`src/rtl/nrzi_line_pkg.sv`:
```
package nrzi_line_pkg;
    typedef enum logic [2:0] {
        TX_IDLE,
        TX_ACT,
        TX_TAIL,
        TX_EOP2,
        TX_EOPJ
    } tx_state_e;

    typedef enum logic [2:0] {
        RX_IDLE,
        RX_HUNT,
        RX_DATA,
        RX_ERR,
        RX_WAITJ
    } rx_state_e;
endpackage

```
`src/rtl/nrzi_tx_path.sv`:
```
module nrzi_tx_path
    import nrzi_line_pkg::*;
#(
    parameter int DW      = 8,
    parameter int RUN_MAX = 6
) (
    input  logic          clk,
    input  logic          rst_n,
    input  logic          bit_en,
    input  logic [DW-1:0] tx_data,
    input  logic          tx_valid,
    input  logic          tx_last,
    output logic          tx_ready,
    output logic          tx_dp,
    output logic          tx_dm,
    output logic          tx_oe
);
    localparam int CNT_W = (DW > 1) ? $clog2(DW) : 1;
    localparam int RUN_W = $clog2(RUN_MAX + 1);
    localparam logic [DW-1:0] START_PAT = {1'b1, {(DW-1){1'b0}}};

    typedef struct packed {
        tx_state_e         st;
        logic [DW-1:0]     shift;
        logic [CNT_W-1:0]  bitc;
        logic [RUN_W-1:0]  ones;
        logic              cur_last;
        logic [DW-1:0]     hold;
        logic              hold_last;
        logic              hold_full;
        logic              level;
        logic              dp;
        logic              dm;
        logic              oe;
    } tx_reg_t;

    tx_reg_t tx_q, tx_d;

    always_comb begin
        tx_d = tx_q;
        // holding register: filled only when empty, drained only when full
        if (tx_valid && !tx_q.hold_full) begin
            tx_d.hold      = tx_data;
            tx_d.hold_last = tx_last;
            tx_d.hold_full = 1'b1;
        end
        if (bit_en) begin
            case (tx_q.st)
                TX_IDLE: begin
                    tx_d.dp    = 1'b1;
                    tx_d.dm    = 1'b0;
                    tx_d.oe    = 1'b0;
                    tx_d.level = 1'b1;
                    tx_d.ones  = '0;
                    if (tx_q.hold_full) begin
                        tx_d.st       = TX_ACT;
                        tx_d.shift    = START_PAT;
                        tx_d.bitc     = '0;
                        tx_d.cur_last = 1'b0;
                    end
                end
                TX_ACT: begin
                    if (tx_q.ones == RUN_W'(RUN_MAX)) begin
                        tx_d.level = ~tx_q.level;
                        tx_d.ones  = '0;
                    end else begin
                        tx_d.level = tx_q.shift[0] ? tx_q.level : ~tx_q.level;
                        tx_d.ones  = tx_q.shift[0] ? tx_q.ones + 1'b1 : '0;
                        tx_d.shift = tx_q.shift >> 1;
                        tx_d.bitc  = tx_q.bitc + 1'b1;
                        if (tx_q.bitc == CNT_W'(DW-1)) begin
                            tx_d.bitc = '0;
                            if (!tx_q.cur_last && tx_q.hold_full) begin
                                tx_d.shift     = tx_q.hold;
                                tx_d.cur_last  = tx_q.hold_last;
                                tx_d.hold_full = 1'b0;
                            end else begin
                                tx_d.st = TX_TAIL;
                            end
                        end
                    end
                    tx_d.dp = tx_d.level;
                    tx_d.dm = ~tx_d.level;
                    tx_d.oe = 1'b1;
                end
                TX_TAIL: begin
                    tx_d.oe = 1'b1;
                    if (tx_q.ones == RUN_W'(RUN_MAX)) begin
                        tx_d.level = ~tx_q.level;
                        tx_d.ones  = '0;
                        tx_d.dp    = ~tx_q.level;
                        tx_d.dm    = tx_q.level;
                    end else begin
                        tx_d.dp = 1'b0;
                        tx_d.dm = 1'b0;
                        tx_d.st = TX_EOP2;
                    end
                end
                TX_EOP2: begin
                    tx_d.dp = 1'b0;
                    tx_d.dm = 1'b0;
                    tx_d.oe = 1'b1;
                    tx_d.st = TX_EOPJ;
                end
                default: begin
                    tx_d.dp    = 1'b1;
                    tx_d.dm    = 1'b0;
                    tx_d.oe    = 1'b1;
                    tx_d.level = 1'b1;
                    tx_d.st    = TX_IDLE;
                end
            endcase
        end
    end

    always_ff @(posedge clk) begin
        if (!rst_n) begin
            tx_q       <= '0;
            tx_q.st    <= TX_IDLE;
            tx_q.level <= 1'b1;
            tx_q.dp    <= 1'b1;
        end else begin
            tx_q <= tx_d;
        end
    end

    assign tx_ready = !tx_q.hold_full;
    assign tx_dp    = tx_q.dp;
    assign tx_dm    = tx_q.dm;
    assign tx_oe    = tx_q.oe;
endmodule

```
`src/rtl/nrzi_rx_path.sv`:
```
module nrzi_rx_path
    import nrzi_line_pkg::*;
#(
    parameter int DW       = 8,
    parameter int RUN_MAX  = 6,
    parameter int RST_BITS = 16
) (
    input  logic          clk,
    input  logic          rst_n,
    input  logic          bit_en,
    input  logic          rx_dp,
    input  logic          rx_dm,
    output logic [DW-1:0] rx_data,
    output logic          rx_valid,
    output logic          rx_eop,
    output logic          rx_stuff_err,
    output logic          rx_reset
);
    localparam int CNT_W = (DW > 1) ? $clog2(DW) : 1;
    localparam int RUN_W = $clog2(RUN_MAX + 1);
    localparam int RST_W = $clog2(RST_BITS + 1);

    typedef struct packed {
        rx_state_e         st;
        logic              prev;
        logic [RUN_W-1:0]  ones;
        logic [CNT_W-1:0]  bitc;
        logic [DW-1:0]     shift;
        logic [RST_W-1:0]  se0_cnt;
        logic [DW-1:0]     data;
        logic              valid;
        logic              eop;
        logic              err;
        logic              rst;
    } rx_reg_t;

    rx_reg_t rx_q, rx_d;
    logic    se0;
    logic    dbit;

    assign se0  = !rx_dp && !rx_dm;
    assign dbit = (rx_dp == rx_q.prev);

    always_comb begin
        rx_d       = rx_q;
        rx_d.valid = 1'b0;
        rx_d.eop   = 1'b0;
        rx_d.err   = 1'b0;
        if (bit_en) begin
            if (!se0)
                rx_d.se0_cnt = '0;
            else if (rx_q.se0_cnt != RST_W'(RST_BITS))
                rx_d.se0_cnt = rx_q.se0_cnt + 1'b1;
            rx_d.rst = (rx_d.se0_cnt == RST_W'(RST_BITS));
            case (rx_q.st)
                RX_IDLE: begin
                    rx_d.prev = 1'b1;
                    if (!se0 && !rx_dp) begin
                        rx_d.st   = RX_HUNT;
                        rx_d.prev = 1'b0;
                    end
                end
                RX_HUNT: begin
                    if (se0) begin
                        rx_d.st = RX_WAITJ;
                    end else begin
                        rx_d.prev = rx_dp;
                        if (dbit) begin
                            rx_d.st   = RX_DATA;
                            rx_d.ones = RUN_W'(1);
                            rx_d.bitc = '0;
                        end
                    end
                end
                RX_DATA: begin
                    if (se0) begin
                        rx_d.eop = 1'b1;
                        rx_d.st  = RX_WAITJ;
                    end else begin
                        rx_d.prev = rx_dp;
                        if (rx_q.ones == RUN_W'(RUN_MAX)) begin
                            if (dbit) begin
                                rx_d.err = 1'b1;
                                rx_d.st  = RX_ERR;
                            end else begin
                                rx_d.ones = '0;
                            end
                        end else begin
                            rx_d.shift = {dbit, rx_q.shift[DW-1:1]};
                            rx_d.ones  = dbit ? rx_q.ones + 1'b1 : '0;
                            rx_d.bitc  = rx_q.bitc + 1'b1;
                            if (rx_q.bitc == CNT_W'(DW-1)) begin
                                rx_d.bitc  = '0;
                                rx_d.valid = 1'b1;
                                rx_d.data  = {dbit, rx_q.shift[DW-1:1]};
                            end
                        end
                    end
                end
                RX_ERR: begin
                    if (se0) rx_d.st = RX_WAITJ;
                end
                default: begin
                    if (!se0 && rx_dp) begin
                        rx_d.st   = RX_IDLE;
                        rx_d.prev = 1'b1;
                    end
                end
            endcase
        end
    end

    always_ff @(posedge clk) begin
        if (!rst_n) begin
            rx_q      <= '0;
            rx_q.st   <= RX_IDLE;
            rx_q.prev <= 1'b1;
        end else begin
            rx_q <= rx_d;
        end
    end

    assign rx_data      = rx_q.data;
    assign rx_valid     = rx_q.valid;
    assign rx_eop       = rx_q.eop;
    assign rx_stuff_err = rx_q.err;
    assign rx_reset     = rx_q.rst;
endmodule

```
`src/rtl/nrzi_line_coder.sv`:
```
module nrzi_line_coder #(
    parameter int DW       = 8,
    parameter int RUN_MAX  = 6,
    parameter int RST_BITS = 16
) (
    input  logic          clk,
    input  logic          rst_n,
    input  logic          bit_en,
    input  logic [DW-1:0] tx_data,
    input  logic          tx_valid,
    input  logic          tx_last,
    output logic          tx_ready,
    output logic          tx_dp,
    output logic          tx_dm,
    output logic          tx_oe,
    input  logic          rx_dp,
    input  logic          rx_dm,
    output logic [DW-1:0] rx_data,
    output logic          rx_valid,
    output logic          rx_eop,
    output logic          rx_stuff_err,
    output logic          rx_reset
);
    nrzi_tx_path #(.DW(DW), .RUN_MAX(RUN_MAX)) u_tx (
        .clk      (clk),
        .rst_n    (rst_n),
        .bit_en   (bit_en),
        .tx_data  (tx_data),
        .tx_valid (tx_valid),
        .tx_last  (tx_last),
        .tx_ready (tx_ready),
        .tx_dp    (tx_dp),
        .tx_dm    (tx_dm),
        .tx_oe    (tx_oe)
    );

    nrzi_rx_path #(.DW(DW), .RUN_MAX(RUN_MAX), .RST_BITS(RST_BITS)) u_rx (
        .clk          (clk),
        .rst_n        (rst_n),
        .bit_en       (bit_en),
        .rx_dp        (rx_dp),
        .rx_dm        (rx_dm),
        .rx_data      (rx_data),
        .rx_valid     (rx_valid),
        .rx_eop       (rx_eop),
        .rx_stuff_err (rx_stuff_err),
        .rx_reset     (rx_reset)
    );
endmodule

```
`config.mk`:
```
export PLATFORM = sky130hd
export DESIGN_NAME = nrzi_line_coder
export DESIGN_NICKNAME = d
export VERILOG_FILES = /design/src/rtl/nrzi_line_pkg.sv /design/src/rtl/nrzi_tx_path.sv /design/src/rtl/nrzi_rx_path.sv /design/src/rtl/nrzi_line_coder.sv
export SDC_FILE = /design/constraint.sdc
export NUM_CORES = 1
export LEC_CHECK = 0
export BUFFER_PORTS_ARGS = -buffer_cell sky130_fd_sc_hd__buf_2
export CORE_ASPECT_RATIO = 0.6
export CORE_MARGIN = 8
export CORE_UTILIZATION = 23
export CTS_CLUSTER_SIZE = 30
export DETAILED_ROUTE_END_ITERATION = 8
export PLACE_DENSITY = 0.45
export SLEW_MARGIN = 20
export SYNTH_ARGS = -nofsm -noshare
export SYNTH_HDL_FRONTEND = slang
export SYNTH_SLANG_ARGS = --single-unit
```
`constraint.sdc`:
```
create_clock -name clk -period 2.67 [get_ports clk]
set_clock_uncertainty 0.05 [all_clocks]
set_input_delay 0.1335 -clock clk [delete_from_list [all_inputs] [get_ports clk]]
set_output_delay 0.1335 -clock clk [all_outputs]
set_load 0.03 [all_outputs]
```
# --- Word level (Yosys, flattened, before mapping) ---
# Cells that the tools add are included.
# Widths: inputs -> output; s select.
totals:
  reg_bits: 67
  latch_bits: 0
  mem_bits_rw: 0
  romBits: 0
  out_inout_bits: 16
  elab_cells: 154
  memories: 0
classes:
  n_addsub: 5
  mul: 0
  div: 0
  magnitude_cmp: 0
  eq_ne: 30
  shifts: 0
  muxes: 56
  n_bitwise: 9
  n_reduce_logical: 31
ops:
  columns: ["cell", "n"]
  rows:
  - ["$mux 3", 15]
  - ["$mux 14", 3]
  - ["$pmux 3 s4", 3]
  - ["$reduce_and 6->1", 4]
  - ["$pmux 11 s2", 1]
  - ["$mux 5", 4]
  - ["$mux 1", 17]
  - ["$mux 15", 1]
  - ["$ne 2x1->1 const B", 7]
  - ["$add 3x1->3 const B", 4]
  - ["$eq 3x2->1 const B", 4]
  - ["$eq 3x3->1 const B", 4]
  - ["$ne 2x2->1 const B", 6]
  - ["$pmux 6 s2", 1]
  - ["$mux 11", 1]
  - ["$reduce_and 5->1", 2]
  - ["$reduce_or 5->1", 2]
  - ["$ne 3x1->1 const B", 3]
  - ["$not 1->1", 9]
  - ["$pmux 3 s3", 1]
  - ["$reduce_and 3->1", 3]
  - ["$mux 4", 2]
  - ["$mux 8", 1]
  - ["$reduce_and 4->1", 2]
  - ["20 further kinds", 31]

# --- Logic depth before layout (Yosys ltp) ---
logic_depth:
  ltp_word: 8
  mapped_depth: 8
  mapped_depth_nobuf: 7

# --- Cells and area by module ---
# Synthesis repeated with hierarchy kept, for this count alone.
hier_totals:
  hier_cells: 394
  hier_area_um2: 3420.8
modules_own_cells:
  columns: ["module", "instances", "cells_each", "area_per_inst_um2", "seq_area_each_um2"]
  rows:
  - ["nrzi_rx_path", 1, 212, 1883.1, 680.7]
  - ["nrzi_tx_path", 1, 182, 1537.7, 640.6]

# --- Least setup slack after synthesis ---
# No wires, ideal clock.
synth_timing:
  path_type: "register to register"
  startpoint: "register u_tx.tx_q[15] (netlist bit)"
  endpoint: "register u_tx.tx_q[18] (netlist bit)"
  arrival_time_ns: 1.733
  t_required_ns: 2.555
  path_slack_ns: 0.822
  path_stages_with_launch: 9
  cell_sequence: "dfxtp_1 inv_1 ha_1 and2_1 a2111o_1 buf_2 nor4_1 a21oi_1 nor2_1"
synth_via:
  elab_chain_cells: 3
synth_rtl:
  columns: ["element", "line", "rtl"]
  rows:
  - ["start: declaration", "nrzi_tx_path.sv:37", "tx_reg_t tx_q, tx_d;"]
  - ["start signal: assignment", "nrzi_tx_path.sv:123", "tx_q <= tx_d;"]
  - ["$eq 3x3->1", "nrzi_tx_path.sv:63", "if (tx_q.ones == RUN_W'(RUN_MAX)) begin"]
  - ["$ne 2x2->1 (no source line)", null, null]
  - ["$reduce_and 4->1 (no source line)", null, null]
# Every way passes these cells.
# A chain may end at the register's enable or synchronous reset.

# --- Worst setup path in the final report ---
# Same ends and word-level chain as after synthesis.

==> flow_summary.json <==
{
  "critPathBufInv": 1,
  "dp_hpwl_mm": 5.21,
  "synth_area_leaders": "dfxtp_1 (41%), nand2_1 (7.4%), a21oi_1 (5.6%)",
  "fin_crit_ps": 2160,
  "yosysSeqAreaShare": 0.409,
  "start_kind": "flop",
  "hold_viol": 0,
  "drcViolationCount": 0,
  "clk_pin_slew_ps": 60,
  "grt_busiest_layer": "met2",
  "grtUsageMet2": 0.127,
  "cp-startpoint": "u_tx.tx_q[15]",
  "syn_area_per_cell_um2": 8.15,
  "synthToLayoutAreaGrowth_pct": 19.6,
  "cp_top_family": "compound AO/OA/AOI/OAI gates",
  "grt_max_degree": 49,
  "hold_path_depth": 3,
  "viasPerCell": 4.43,
  "min-delay-start": "tx_valid",
  "setup_tns_ps": 0,
  "p_sw_w": 0.000548,
  "drt-initial-drc-count": 150,
  "gp_congestion": 0.791,
  "grt_pass1_wl_mm": 12.7,
  "critPathMaxFanout": 21,
  "die_h_um": 108,
  "hold_buffers": 9,
  "antennaDiodeCount": 0,
  "rsz0062_at_grt": "false",
  "netlist.area_leader.share": 0.409,
  "r2r_start": "u_tx.tx_q[15]",
  "synth_most_common_cell": "dfxtp_1",
  "die-area_um2": 18200,
  "tightest_slew_ps": 615,
  "yosys-top-cells-count": "dfxtp_1 (66), nand2_1 (64), nor2_1 (37), a21oi_1 (36), o21ai_0 (18)",
  "routedWlPerCell_um": 12.1,
  "cts_root_buffer": "clkbuf_16",
  "cellPowerDensity_nw_per_um2": 608,
  "syn-num-nets": 421,
  "cts_sinks": 66,
  "place_inst": 590,
  "drive_above_1_share": 0.139,
  "post_cts_buffers": 0,
  "yosys_warnings": 0,
  "crit_path_cell_trace": "inv_1 -> ha_1 -> and2_1 -> a2111o_1 -> nor4_1 -> a21oi_1 -> nor2_1",
  "rows": 33,
  "final_cells": 615,
  "p_clk_frac": 0.503,
  "vdd_drop_max_mv": 0.271,
  "wl_mm": 7.44,
  "synth_edf_count": 0,
  "dr.pass1.iters": 4,
  "cp.required_ps": 2880,
  "port_buffers": 30,
  "power_frac_comb": 0.064,
  "netlist_area_um2": 3230,
  "end_kind": "flop",
  "nets": 443,
  "maxSlewViolCount": 0,
  "cts_tree": "built",
  "cp.arrival_ps": 2370,
  "start_util": 0.236,
  "core_um2": 13700,
  "fp.dieW_um": 169,
  "post_cts.resized_instances": 0,
  "io_pins": 31,
  "synth_flop_cell": "dfxtp_1",
  "cp_slowest_cell": "a2111o_1",
  "max_cap_violations": 0,
  "ant_nets": 0,
  "max-slew-margin-rel": 0.590,
  "gr-usage-met1": 0.115,
  "max_freq_ghz": 0.463,
  "insertion_delay_ps": 330,
  "power_switching_share": 0.233,
  "cts_buffers": 9,
  "yosysTopAreaCell": "dfxtp_1",
  "track_usage": 0.0870,
  "power_frac_seq": 0.433,
  "grtUsageMet3": 0.0355,
  "synth-seq-cells": 66,
  "outcome": "completed",
  "setup_violations": 0,
  "finalCritPeriodShare": 0.809,
  "overflow": 0,
  "async_flop_share": 0,
  "grt_pass1_vias": 2534,
  "min_path_type": "in2reg",
  "nFillCells": 1484,
  "crit_type": "reg2reg",
  "ff2ff_path_depth": 7,
  "slowest_delay_ps": 700,
  "intPower_w": 0.00180,
  "syn_inst": 396,
  "ctsHtreeMaxLevel": 3,
  "clock_path_buffers": 2,
  "total_leakage_power_nw": 1.51,
  "crit_cells": 7,
  "vias": 2723,
  "yosysUniqueCellTypes": 61,
  "antenna_found_initial": 0
}
## tightest hold or removal path, cell delays in order
cell	delay, ps
buf_2	90
o21ai_0	70
a21oi_1	100
## layout by cell type (no fill, tap or decap), drive strengths merged, types with 3 or more instances in the layout
| cell | count |
|---|---|
| dfxtp | 66 |
| nand2 | 64 |
| nor2 | 37 |
| a21oi | 37 |
| buf | 33 |
| o21ai | 19 |
| nand3 | 16 |
| nor3 | 15 |
| mux2i | 15 |
| inv | 14 |
| ha | 10 |
| clkbuf | 10 |
| dlygate4sd3 | 9 |
| a22oi | 5 |
| nand2b | 4 |
| nor2b | 3 |
| o211ai | 3 |
| xor2 | 3 |
| nand3b | 3 |
| a22o | 3 |
| clkinvlp | 3 |
| or3b | 3 |
## cells by family (layout without fill, tap and decap cells)
kind of cell               Yosys count  in the layout  synth area share
and+or+nand+nor                    163            163             0.236
AOI/OAI and AO/OA                   92             92             0.186
DFF                                 66             66             0.409
buffers and inverters               45             72            0.0701
muxes                               15             15            0.0465
adders and majority gates           10             10            0.0387
xor gates and xnor gates             5              5            0.0136
## power by group through the flow
stage          registers [W]  logic [W]  clock network (W)
3_3_place_gp         0.00104   0.000141                  0
4_1_cts              0.00102   0.000152            0.00123
6_report             0.00102   0.000150            0.00118
3_5_place_dp         0.00104   0.000141                  0
5_1_grt              0.00102   0.000171            0.00127
2_1_floorplan        0.00104   0.000103                  0
## per-layer routing
layer  up-vias  wire (µm)
li1       1428          -
met1      1252       3920
met2        37       3160
met3         6        282
met4         0         66
met5         -          0
## final cells by class
cell class | instances | area (µm²) | share of cell area
multi-input combinational | 285 | 1680 | 0.435
sequential | 66 | 1320 | 0.342
timing repair buffer | 42 | 263 | 0.0680
tap | 192 | 240 | 0.0622
clock buffer | 10 | 239 | 0.0619
clock inverter | 6 | 66.3 | 0.0172
inverter | 14 | 52.6 | 0.0136
## state kept, by name (all words and copies together) (netlist names)
signal / flops
u_tx.tx_q: 29
u_rx.rx_q: 22
u_rx.rx_data: 8
u_rx.rx_eop: 1
u_rx.rx_reset: 1
u_rx.rx_stuff_err: 1
u_rx.rx_valid: 1
u_tx.tx_dm: 1
u_tx.tx_dp: 1
u_tx.tx_oe: 1
## stage by stage
stage                     area (µm²)  power [W]  hold slack [ps]  utilization  setup WS [ps]
after floorplan                 3230    0.00114              219            -            822
after global placement          3470    0.00118              325        0.254            561
after detailed placement        3470    0.00118              333        0.254            505
after CTS                       3860    0.00240             46.4        0.283            496
after global routing            3860    0.00246             89.9        0.283            385
final                           3860    0.00235             68.5        0.283            510
## final timing paths
check	end	slack, ps
hold reg to reg	u_tx.tx_q[14]	390
setup / recovery	u_tx.tx_q[18]	510
setup reg to reg	u_tx.tx_q[18]	510
hold / removal	u_tx.tx_q[4]	70
No activity file was read; power rests on OpenSTA's default activity.
